==> config.mk <==
export PLATFORM = sky130hd
export DESIGN_NAME = twi_clk_hold
export DESIGN_NICKNAME = d
export VERILOG_FILES = /design/src/rtl/twi_hold_pkg.sv /design/src/rtl/twi_line_sync.sv /design/src/rtl/twi_start_detect.sv /design/src/rtl/twi_flag_hold.sv /design/src/rtl/twi_clk_hold.sv
export SDC_FILE = /design/constraint.sdc
export NUM_CORES = 1
export LEC_CHECK = 0
export ABC_AREA = 1
export BUFFER_PORTS_ARGS = -buffer_cell sky130_fd_sc_hd__buf_4
export CORE_AREA = 5 5 42 44
export CTS_CLUSTER_SIZE = 14
export DETAILED_ROUTE_END_ITERATION = 8
export DIE_AREA = 0 0 47 49
export PLACE_DENSITY_LB_ADDON = 0.12
export SLEW_MARGIN = 20
export SYNTH_ARGS = -nofsm -noshare
export SYNTH_HDL_FRONTEND = slang
export SYNTH_HIERARCHICAL = 1
export SYNTH_SLANG_ARGS = --single-unit
export TNS_END_PERCENT = 50
==> constraint.sdc <==
create_clock -name clk -period 1 [get_ports clk]
set_input_delay 0.05 -clock clk [delete_from_list [all_inputs] [get_ports clk]]
set_output_delay 0.05 -clock clk [all_outputs]
set_load 0.01 [all_outputs]
==> src/rtl/twi_hold_pkg.sv <==
package twi_hold_pkg;
  localparam int unsigned LINE_SDA = 0;
  localparam int unsigned LINE_SCL = 1;
  localparam int unsigned LINES    = 2;

  typedef struct packed {
    logic flag;
    logic hold;
  } flag_hold_t;
endpackage

==> src/rtl/twi_line_sync.sv <==
module twi_line_sync #(
  parameter int unsigned STAGES    = 2,
  parameter int unsigned WIDTH     = 2,
  parameter logic        RESET_VAL = 1'b1
) (
  input  logic             clk,
  input  logic             rst,
  input  logic [WIDTH-1:0] raw,
  output logic [WIDTH-1:0] sync_q,
  output logic [WIDTH-1:0] prev_q
);
  localparam int unsigned LAST = STAGES - 1;

  for (genvar b = 0; b < WIDTH; b++) begin : g_bit
    logic [STAGES-1:0] chain;
    always_ff @(posedge clk) begin
      if (rst) begin
        chain       <= {STAGES{RESET_VAL}};
        prev_q[b]   <= RESET_VAL;
      end else begin
        chain       <= {chain[STAGES-2:0], raw[b]};
        prev_q[b]   <= chain[LAST];
      end
    end
    assign sync_q[b] = chain[LAST];
  end
endmodule

==> src/rtl/twi_start_detect.sv <==
module twi_start_detect
  import twi_hold_pkg::*;
(
  input  logic [LINES-1:0] cur,
  input  logic [LINES-1:0] prev,
  output logic             start_pulse,
  output logic             scl_fall,
  output logic             scl_low
);
  always_comb begin
    start_pulse = prev[LINE_SDA] & ~cur[LINE_SDA] & cur[LINE_SCL] & prev[LINE_SCL];
    scl_fall    = prev[LINE_SCL] & ~cur[LINE_SCL];
    scl_low     = ~cur[LINE_SCL];
  end
endmodule

==> src/rtl/twi_flag_hold.sv <==
module twi_flag_hold
  import twi_hold_pkg::*;
#(
  parameter string TAG = "flag"
) (
  input  logic       clk,
  input  logic       rst,
  input  logic       set_p,
  input  logic       clr_wr,
  input  logic       hold_en,
  input  logic       engage,
  output flag_hold_t st
);
  flag_hold_t st_nxt;

  always_comb begin
    st_nxt.flag = set_p | (st.flag & ~clr_wr);
    if (clr_wr)
      st_nxt.hold = 1'b0;
    else
      st_nxt.hold = st.hold | (st.flag & hold_en & engage);
  end

  always_ff @(posedge clk) begin
    if (rst) st <= '0;
    else     st <= st_nxt;
  end

  AST_FLAG_SET: assert property (@(posedge clk) disable iff (rst)
    set_p |=> st.flag);
  AST_CLR_RELEASE: assert property (@(posedge clk) disable iff (rst)
    (clr_wr && !set_p) |=> (!st.flag && !st.hold));
  AST_HOLD_ENGAGE: assert property (@(posedge clk) disable iff (rst)
    $rose(st.hold) |-> $past(hold_en && engage));
  AST_HOLD_KEEP: assert property (@(posedge clk) disable iff (rst)
    (st.hold && !clr_wr) |=> st.hold);
endmodule

==> src/rtl/twi_clk_hold.sv <==
module twi_clk_hold
  import twi_hold_pkg::*;
#(
  parameter int unsigned SYNC_STAGES = 2
) (
  input  logic clk,
  input  logic rst,
  input  logic sda_in,
  input  logic scl_in,
  input  logic ovf_pulse,
  input  logic start_clr,
  input  logic ovf_clr,
  input  logic start_irq_en,
  input  logic ovf_hold_en,
  output logic start_flag,
  output logic ovf_flag,
  output logic start_irq,
  output logic scl_pull_low
);
  logic [LINES-1:0] raw_lines, cur_lines, prev_lines;
  logic             start_pulse, scl_fall, scl_low;
  flag_hold_t       start_st, ovf_st;

  always_comb begin
    raw_lines           = '0;
    raw_lines[LINE_SDA] = sda_in;
    raw_lines[LINE_SCL] = scl_in;
  end

  twi_line_sync #(
    .STAGES(SYNC_STAGES), .WIDTH(LINES), .RESET_VAL(1'b1)
  ) u_sync (
    .clk(clk), .rst(rst), .raw(raw_lines), .sync_q(cur_lines), .prev_q(prev_lines)
  );

  twi_start_detect u_det (
    .cur(cur_lines), .prev(prev_lines),
    .start_pulse(start_pulse), .scl_fall(scl_fall), .scl_low(scl_low)
  );

  twi_flag_hold #(.TAG("start")) u_start (
    .clk(clk), .rst(rst), .set_p(start_pulse), .clr_wr(start_clr),
    .hold_en(1'b1), .engage(scl_fall), .st(start_st)
  );

  twi_flag_hold #(.TAG("ovf")) u_ovf (
    .clk(clk), .rst(rst), .set_p(ovf_pulse), .clr_wr(ovf_clr),
    .hold_en(ovf_hold_en), .engage(scl_low), .st(ovf_st)
  );

  assign start_flag   = start_st.flag;
  assign ovf_flag     = ovf_st.flag;
  assign start_irq    = start_st.flag & start_irq_en;
  assign scl_pull_low = start_st.hold | ovf_st.hold;

  AST_PULL_SOURCE: assert property (@(posedge clk) disable iff (rst)
    scl_pull_low |-> (start_flag || ovf_flag));
  AST_IRQ_QUIET: assert property (@(posedge clk) disable iff (rst)
    !start_flag |-> !start_irq);
endmodule

==> flow_summary.toml <==
[sta]
period_share = 0.902
post-route-min-period_ns = 0.902
finalClockSkew_ns = 0.00262
tns_ns = 0
setup_viol = 0
fin_ws_ns = 0.0984
slew_viol_final = 0
final_hold_viol_count = 0
max_clock_freq_ghz = 1.11
rsz0062_at_grt = "no"

[setup_path]
slowest_stage = "dfxtp_1"
crit_buf_inv = 2
cp.required_ns = 0.95
worst_setup_path_start_kind = "register"
path_max_fanout = 4
end_kind = "output pin"
path_cells = "nand2_1, inv_1, buf_4"
critPathKind = "reg2out"
critPathArrivalTime_ns = 0.85
rrSetupSlack_ns = 0.28
critical-path-top-delay-family = "flip-flops"
slowest_delay_ns = 0.38

[run_status]
status = "finished, final reports clean"

[placed_design]
place_area_um2 = 480
place_inst = 78
place_congestion = 0.640
hpwl_um = 488
io_buffers = 12
pre_cts_ws_ns = 0.293

[detailed_routing]
drt-initial-drc-count = 5
routed_wl_um = 660
vias = 314
dr.pass1.iters = 3
avgRoutedWirePerCell_um = 7.76
drc = 0
viasPerCell = 3.69
drt.antenna.violating_nets = 0

[synthesis]
ys_seq_area_frac = 0.519
yosys.area_share.simple = 0.195
synth_area_um2 = 385
synth_top_family_by_area = "buffers and inverters"
ys_ff_latch = 10
yosysWarningCount = 6
synth_fp_nets = 61
netlist_instances = 52
yosysTopAreaCell = "dfxtp_1"
yosys.cell_types.count = 11
synth-compound-area-share = 0.0714
synth_area_leaders = "dfxtp_1 52%, inv_1 16%, nand2_1 9.7%"
synthMuxAreaShare = 0
synth_top_area_share = 0.519
synthAdderAreaFrac = 0
synth_area_per_cell_um2 = 7.41
synth-xor-area-share = 0

[layout]
layout_commonest_cell = "inv_1"
num-nets-final = 79
antennaDiodeCount = 0
final_cells = 85
fin_area_um2 = 547
final_cell_mix = "16 x inv_1, 12 x buf_4, 10 x nand2_1, 10 x dfxtp_1, 4 x nor2_1"
area_growth_pct = 41.9
drive_above_1_share = 0.275

[clock_tree]
cts_buffer_depth = 2
clk_pin_slew_ns = 0.07
clock_latency_ns = 0.26
cts_buffers = 3
cts.sinks = 10
cts_resized = 0
cts_root_buffer = "clkbuf_4"
tritoncts = "built"
hold_buffers = 3
h-tree-depth = 1
cts_setup_buffers = 0

[global_routing]
gr-total-overflow = 0
grt_usage = 0.0678
grt_pass1_vias = 281
grt_max_degree = 7
grt_pass1_wl_um = 1120
antenna_found_initial = 0

[pwr]
clkPwrFrac = 0.417
ir_worst_vdd_mv = 0.739
p_per_area_nw_per_um2 = 1550
combinationalPowerShare = 0.088
power_switching_uw = 169
intPower_uw = 678
p_leak_nw = 0.319
switching_share = 0.200
total_power_uw = 847
seqPwrFrac = 0.495

[die]
pin_count = 13
die_h_um = 49
floorplan.die_area_um2 = 2300
start_util = 0.275
num_rows = 14
fp.dieW_um = 47
coreArea_um2 = 1400

[worst_hold_path]
hp-class = "in2reg"

[run]
max_cap_violations = 0
power groups by stage:
stage,sequential (mW),combinational [mW],clock (mW)
6_report,0.420,0.0742,0.353
5_1_grt,0.421,0.0857,0.386
4_1_cts,0.420,0.0756,0.375
3_5_place_dp,0.429,0.0660,0
3_3_place_gp,0.429,0.0656,0
2_1_floorplan,0.429,0.0303,0
final cells by class:
type / count / area (um2)
Fill cell: 158 / 855
Sequential cell: 10 / 200
Timing Repair Buffer: 15 / 120
Multi-Input combinational cell: 23 / 106
Inverter: 17 / 63.8
Clock buffer: 4 / 36.3
Tap cell: 16 / 20.0
worst reg2reg max path: stages (launching register included):
cell and delay, ns:
dfxtp_1 0.33, inv_1 0.04, nor2_1 0.08, nand3_1 0.09, a21oi_2 0.11
logic make-up after synthesis:
family	Yosys count
AOI/OAI and AO/OA	4
buffers and inverters	19
DFF	10
other	1
and+or+nand+nor	18
state kept, by name, indices dropped and copies added, names as in the netlist:
name / count
u_sync/prev_q: 2
u_ovf/st: 2
u_sync/g_bit.chain: 4
u_start/st: 2
synthesized netlist by cell type (all sizes together):
cell type and instances:
inv 17, dfxtp 10, nand2 10, a21oi 4
nor2 4, buf 2, nand3 2, or2 2
conb 1
routing by layer:
metal  global-route usage  up-vias  wire length [um]
met5                    0        -                 0
met4               0.0415        0                 0
met3               0.0221        0                57
met2               0.0973        8               314
met1               0.0844      130               288
li1                     -      176                 -
through the flow:
stage	utilization	hold WS, ns
global route	0.390	0.0398
finish	0.390	0.0155
global placement	0.343	0.220
floorplan	-	0.122
detailed placement	0.343	0.227
CTS	0.390	0.00522
worst paths after layout:
kind | startpoint | to | depth (start not counted)
worst min register to register | u_sync/g_bit[1].chain[0] | u_sync/g_bit[1].chain[1] | 2
worst min-delay path | ovf_pulse | u_ovf/st[1] | 3
worst max register to register | u_sync/prev_q[1] | u_start/st[0] | 4
worst max-delay path | u_start/st[1] | start_irq | 3
No activity file was read; power rests on OpenSTA's default activity.
